**src/rtl/conv_div_pkg.sv**
```systemverilog
package conv_div_pkg;
  localparam int CODE_W  = 4;
  localparam int RATIO_W = 5;

  typedef enum logic {SRC_PBUS = 1'b0, SRC_HBUS = 1'b1} src_e;

  typedef struct packed {
    src_e               src;
    logic [RATIO_W-1:0] ratio;
  } div_cfg_t;

  function automatic div_cfg_t decode_code(input logic [CODE_W-1:0] code);
    div_cfg_t cfg;
    cfg.src = src_e'(code[CODE_W-1]);
    if (code[CODE_W-1] == 1'b0) begin
      case (code[2:0])
        3'd0:    cfg.ratio = RATIO_W'(2);
        3'd1:    cfg.ratio = RATIO_W'(4);
        3'd2:    cfg.ratio = RATIO_W'(6);
        3'd3:    cfg.ratio = RATIO_W'(8);
        3'd4:    cfg.ratio = RATIO_W'(12);
        default: cfg.ratio = RATIO_W'(16);
      endcase
    end else begin
      case (code[2:0])
        3'd0:    cfg.ratio = RATIO_W'(5);
        3'd1:    cfg.ratio = RATIO_W'(6);
        3'd2:    cfg.ratio = RATIO_W'(10);
        default: cfg.ratio = RATIO_W'(20);
      endcase
    end
    return cfg;
  endfunction
endpackage

```
**src/rtl/conv_src_select.sv**
```systemverilog
module conv_src_select
  import conv_div_pkg::*;
(
  input  logic [CODE_W-1:0]  code,
  input  logic               pbus_en,
  input  logic               hbus_en,
  output logic [RATIO_W-1:0] ratio,
  output logic               src_pulse
);
  div_cfg_t cfg;

  always_comb begin
    cfg       = decode_code(code);
    ratio     = cfg.ratio;
    src_pulse = (cfg.src == SRC_HBUS) ? hbus_en : pbus_en;
  end
endmodule

```
**src/rtl/conv_pulse_counter.sv**
```systemverilog
module conv_pulse_counter #(
  parameter int RATIO_W = 5
) (
  input  logic               clk,
  input  logic               rst_n,
  input  logic               pulse,
  input  logic               clear,
  input  logic [RATIO_W-1:0] ratio,
  output logic               tick
);
  logic [RATIO_W-1:0] cnt_q, cnt_d;
  logic               tick_q, tick_d;
  logic [RATIO_W-1:0] last;

  always_comb begin
    last   = ratio - RATIO_W'(1);
    cnt_d  = cnt_q;
    tick_d = 1'b0;
    if (clear) begin
      cnt_d = '0;
    end else if (pulse) begin
      if (cnt_q >= last) begin
        cnt_d  = '0;
        tick_d = 1'b1;
      end else begin
        cnt_d = cnt_q + RATIO_W'(1);
      end
    end
  end

  always_ff @(posedge clk or negedge rst_n) begin
    if (!rst_n) begin
      cnt_q  <= '0;
      tick_q <= 1'b0;
    end else begin
      cnt_q  <= cnt_d;
      tick_q <= tick_d;
    end
  end

  assign tick = tick_q;


  change_clears_chk: assert property (@(posedge clk) disable iff (!rst_n)
    $past(clear) |-> (cnt_q == '0));


  cnt_bounded_chk: assert property (@(posedge clk) disable iff (!rst_n)
    !clear |-> (cnt_q < ratio));


  tick_needs_pulse_chk: assert property (@(posedge clk) disable iff (!rst_n)
    tick_q |-> $past(pulse));
endmodule

```
**src/rtl/conv_rate_check.sv**
```systemverilog
module conv_rate_check #(
  parameter int FREQ_W    = 20,
  parameter int RATIO_W   = 5,
  parameter int LIMIT_KHZ = 40000
) (
  input  logic               clk,
  input  logic               rst_n,
  input  logic [FREQ_W-1:0]  freq_khz,
  input  logic [RATIO_W-1:0] ratio,
  output logic               err
);
  localparam int PROD_W = FREQ_W + RATIO_W + 1;

  logic [PROD_W-1:0] ceiling;
  logic              err_d, err_q;

  always_comb begin
    ceiling = PROD_W'(LIMIT_KHZ) * PROD_W'(ratio);
    err_d   = PROD_W'(freq_khz) > ceiling;
  end

  always_ff @(posedge clk or negedge rst_n) begin
    if (!rst_n) err_q <= 1'b0;
    else        err_q <= err_d;
  end

  assign err = err_q;


  zero_freq_ok_chk: assert property (@(posedge clk) disable iff (!rst_n)
    ($past(freq_khz) == '0) |-> !err_q);
endmodule

```
**src/rtl/conv_clk_div.sv**
```systemverilog
module conv_clk_div
  import conv_div_pkg::*;
#(
  parameter int FREQ_W    = 20,
  parameter int LIMIT_KHZ = 40000
) (
  input  logic              clk,
  input  logic              rst_n,
  input  logic              pbus_en,
  input  logic              hbus_en,
  input  logic [3:0]        div_code,
  input  logic [FREQ_W-1:0] src_freq_khz,
  output logic              conv_en,
  output logic              rate_err
);
  logic               rst_meta, rst_sync_n;
  logic [CODE_W-1:0]  code_q;
  logic               code_chg;
  logic [RATIO_W-1:0] ratio;
  logic               src_pulse;

  always_ff @(posedge clk or negedge rst_n) begin
    if (!rst_n) begin
      rst_meta   <= 1'b0;
      rst_sync_n <= 1'b0;
    end else begin
      rst_meta   <= 1'b1;
      rst_sync_n <= rst_meta;
    end
  end

  always_ff @(posedge clk or negedge rst_sync_n) begin
    if (!rst_sync_n) code_q <= '0;
    else             code_q <= div_code;
  end

  assign code_chg = (div_code != code_q);

  conv_src_select u_sel (
    .code      (div_code),
    .pbus_en   (pbus_en),
    .hbus_en   (hbus_en),
    .ratio     (ratio),
    .src_pulse (src_pulse)
  );

  conv_pulse_counter #(.RATIO_W(RATIO_W)) u_cnt (
    .clk   (clk),
    .rst_n (rst_sync_n),
    .pulse (src_pulse),
    .clear (code_chg),
    .ratio (ratio),
    .tick  (conv_en)
  );

  conv_rate_check #(.FREQ_W(FREQ_W), .RATIO_W(RATIO_W), .LIMIT_KHZ(LIMIT_KHZ)) u_rate (
    .clk      (clk),
    .rst_n    (rst_sync_n),
    .freq_khz (src_freq_khz),
    .ratio    (ratio),
    .err      (rate_err)
  );


  single_pulse_chk: assert property (@(posedge clk) disable iff (!rst_sync_n)
    conv_en |=> !conv_en);


  no_en_after_change_chk: assert property (@(posedge clk) disable iff (!rst_sync_n)
    conv_en |-> !$past(code_chg));


  reset_quiet_chk: assert property (@(posedge clk)
    !rst_sync_n |-> (!conv_en && !rate_err));
endmodule

```
**config.mk**
```make
export PLATFORM = sky130hd
export DESIGN_NAME = conv_clk_div
export DESIGN_NICKNAME = d
export VERILOG_FILES = /design/src/rtl/conv_div_pkg.sv /design/src/rtl/conv_src_select.sv /design/src/rtl/conv_pulse_counter.sv /design/src/rtl/conv_rate_check.sv /design/src/rtl/conv_clk_div.sv
export SDC_FILE = /design/constraint.sdc
export NUM_CORES = 1
export LEC_CHECK = 0
export ABC_AREA = 1
export BUFFER_PORTS_ARGS = -buffer_cell sky130_fd_sc_hd__buf_2
export CORE_AREA = 2 2 74 76
export CTS_CLUSTER_DIAMETER = 120
export DETAILED_ROUTE_END_ITERATION = 10
export DIE_AREA = 0 0 76 78
export MAX_ROUTING_LAYER = met4
export PLACE_DENSITY = 0.5
export SETUP_SLACK_MARGIN = 0.5
export SYNTH_ARGS = -nofsm -noshare
export SYNTH_HDL_FRONTEND = slang
export SYNTH_SLANG_ARGS = --single-unit
```
**constraint.sdc**
```tcl
create_clock -name clk -period 0.9 [get_ports clk]
set_clock_uncertainty 0.05 [all_clocks]
set_input_delay 0.045 -clock clk [delete_from_list [all_inputs] [get_ports clk]]
set_output_delay 0.045 -clock clk [all_outputs]
set_load 0.05 [all_outputs]
```
==> impl_metrics.json <==
{
  "ys_ff_latch": 13,
  "n_antenna_cell": 0,
  "wl_per_cell_um": 12.3,
  "final_nets": 413,
  "cp.arrival_ps": 3470,
  "slowest_delay_ps": 440,
  "syn_avg_cell_area_um2": 7.86,
  "synth_flop_cell": "dfrtp_1",
  "instances_no_fill": 409,
  "fp.dieW_um": 76,
  "fp.dieH_um": 78,
  "grt_use_met1_pct": 19.4,
  "met3_usage_pct": 0.349,
  "wl_um": 5030,
  "finalCritPeriodShare_pct": 376,
  "h-tree-depth": 1,
  "leakage_nw": 1.58,
  "crit_chain": "buf_12 > o21ai_4 > nand2_1 > nand2_2 > nand2_4 > inv_4 > ha_4 > a21o_4 > ha_4 > fa_1 > ha_4 > nand2_1 > nand2_2 > buf_4 > a21oi_2 > nand2_1 > xnor2_2 > ha_1 > a21oi_2 > nor2_1 > o21ai_1 > nand2_2 > nor2_1 > nor2_1",
  "p_total_mw": 4.10,
  "place_inst": 381,
  "path_max_fanout": 5,
  "io_buffers": 29,
  "synth_cell_types": 30,
  "grt_overflow": 0,
  "switching_share_pct": 41.7,
  "p_comb_share_pct": 71.2,
  "ir_drop_mv": 1.00,
  "nFillCells": 453,
  "violations": "hold timing, setup timing",
  "yosysTopAreaCellShare_pct": 30.6,
  "place_hpwl_um": 3730,
  "io_pins": 30,
  "ys_seq_area_share_pct": 18.5,
  "cellPowerDensity_nw_per_um2": 1310,
  "drc": 0,
  "critPathLaunch": "div_code[0]",
  "synth.area.top_cells": "ha_1 (31%), dfrtp_1 (18%), nand2_1 (8.5%), xor2_1 (6.5%), inv_1 (5.1%)",
  "worstPathRequired_ps": 990,
  "grt_pass1_wl_um": 8190,
  "worst-setup-path-type": "in2reg",
  "yosysTopAreaCell": "ha_1",
  "seq_power_share_pct": 15.9,
  "timing.final.max_slew_violations": 0,
  "clockBufferDepth": 2,
  "cts_buffers": 3,
  "synth_common_cells": "ha_1 (43), nand2_1 (40), inv_1 (24), nor2_1 (20), a21oi_1 (16)",
  "synth_cells": 224,
  "drive_above_1_share_pct": 53.7,
  "switching_power_mw": 1.71,
  "insertion_delay_ps": 240,
  "status": "finished, violations left",
  "p_int_mw": 2.39,
  "start_kind": "primary input",
  "clkPwrFrac_pct": 13.0,
  "numClockSinks": 13,
  "crit_path_end_kind": "register",
  "fin_tns_setup_ps": -14410,
  "cts_tree": "done",
  "period_needed_ps": 3380,
  "hp-class": "in2reg",
  "synth_edf_count": 0,
  "first_pass_iters": 4,
  "hp-start": "div_code[2]",
  "busiest_layer": "met2",
  "crit_slowest_cell": "fa_1",
  "synth_most_common_cell": "ha_1",
  "clkTransAtPathRegs_ps": 60,
  "ant_nets": 0,
  "worst_slack_ps": -2480,
  "setup_viol": 8,
  "num_vias": 1896,
  "max_freq_ghz": 0.296,
  "vias_per_cell": 4.64,
  "antenna_found_initial": 0,
  "reg2reg_from": "u_cnt.cnt_q[2]",
  "gr-usage-met2_pct": 33.7,
  "area_growth_pct": 77.5,
  "synth_warnings": 0,
  "fp.dieArea_um2": 5930,
  "initial_core_util_pct": 34.9,
  "drt-initial-drc-count": 30,
  "grt_start_max_net_pins": 12,
  "grt.total_usage_pct": 17.1,
  "utilization_pct": 62.0,
  "postCtsHoldBufs": 1,
  "rsz0062_at_grt": "yes",
  "syn_area_um2": 1760,
  "cp_top_family": "adder cells",
  "maxCapViolCount": 0,
  "whs_ps": -20.0,
  "gp_congestion": 0.815,
  "synth_fp_nets": 297,
  "hold_viol": 2,
  "core.rowCount": 26,
  "fp.coreArea_um2": 5040,
  "async_flop_share_pct": 100,
  "cts_root_buffer": "clkbuf_8",
  "path_buf_inv": 3,
  "grt_pass1_vias": 1927
}
## layer usage
metal / wire, um / share of wire, %
met5: 0 / 0
met4: 72 / 1.4
met3: 75 / 1.5
met2: 2620 / 52
met1: 2260 / 45
## registers in the layout, indices dropped and copies added (netlist names)
signal	flops
rst_sync_n	1
rst_meta	1
u_cnt.tick	1
code_q	4
u_cnt.cnt_q	5
u_rate.err	1
## timing repair
item                       in CTS  in global routing
hold endpoints to repair        5                  2
setup endpoints to repair      21                 10
pin swaps                      28                 23
setup buffers                   8                 15
gates resized for setup        46                 33
## through the flow
step	setup WS, ps	hold WS, ps	cell area (um^2)
floorplan	-2470	-301	1880
global placement	-2930	-221	2550
detailed placement	-2920	-218	2550
CTS	-2440	-16.3	2860
global route	-2690	-23.4	3130
finish	-2480	-20.0	3130
## placed cells by master (no fill, tap or decap), types with 2 or more instances in the layout
cell	netlist	routed
a21oi_1	16	7
a21oi_2	1	10
buf_12	0	3
buf_2	0	24
buf_4	0	63
buf_6	0	19
clkbuf_8	0	3
dfrtp_1	13	11
dfrtp_2	0	2
ha_1	43	35
ha_4	0	8
inv_1	24	19
inv_2	2	4
inv_4	0	3
nand2_1	40	28
nand2_2	2	9
nand2_4	2	7
nand3_1	7	6
nand3_2	1	2
nand4_1	6	6
nor2_1	20	17
nor2_2	2	3
nor2_4	0	2
nor3_2	0	2
o21ai_1	6	5
o21ai_2	1	4
o21ai_4	0	2
or2_1	2	2
xnor2_1	4	2
xnor2_2	0	2
xor2_1	13	12
## final cells by class
cell class	instances	area [um^2]	area share (%)
multi-input cells	185	1670	53.3
repair buffers	111	892	28.5
flip-flops and latches	13	328	10.5
inverters	26	105	3.36
well taps	70	87.6	2.80
clock buffers	3	41.3	1.32
clock inverters	1	5.00	0.160
## power groups by stage
stage | sequential (mW) | clock, mW | combinational, mW
final | 0.650 | 0.531 | 2.92
after global routing | 0.653 | 0.570 | 3.23
after CTS | 0.647 | 0.540 | 2.70
after detailed placement | 0.661 | 0 | 2.35
after global placement | 0.662 | 0 | 2.33
after floorplan | 0.731 | 0 | 1.44
## path summary, 6_finish.rpt
path,end,slack (ps),depth (start not counted)
max,u_rate.err,-2480,24
min,code_q[2],-20,2
max reg2reg,u_cnt.cnt_q[4],-630,6
min reg2reg,code_q[3],130,1
max in group asynchronous,u_cnt.tick,550,1
min in group asynchronous,rst_sync_n,60,2
## worst register-to-register path: stages (launching register included)
cell and delay, ps:
dfrtp_1 400, ha_1 330, a21oi_2 150, o221ai_2 130, a21oi_2 150, nand2_2 120, o21ai_2 140
## cell families after synthesis
group | share of synthesized area, %
AO/OA/AOI/OAI | 11.5
XOR/XNOR | 8.46
adder cells (fa/ha/maj) | 32.8
buffers and inverters | 5.54
flip-flops | 18.5
multiplexers | 0.569
other | 0.213
AND/OR/NAND/NOR | 22.4
Note: power is estimated with default switching activity, not from simulation.
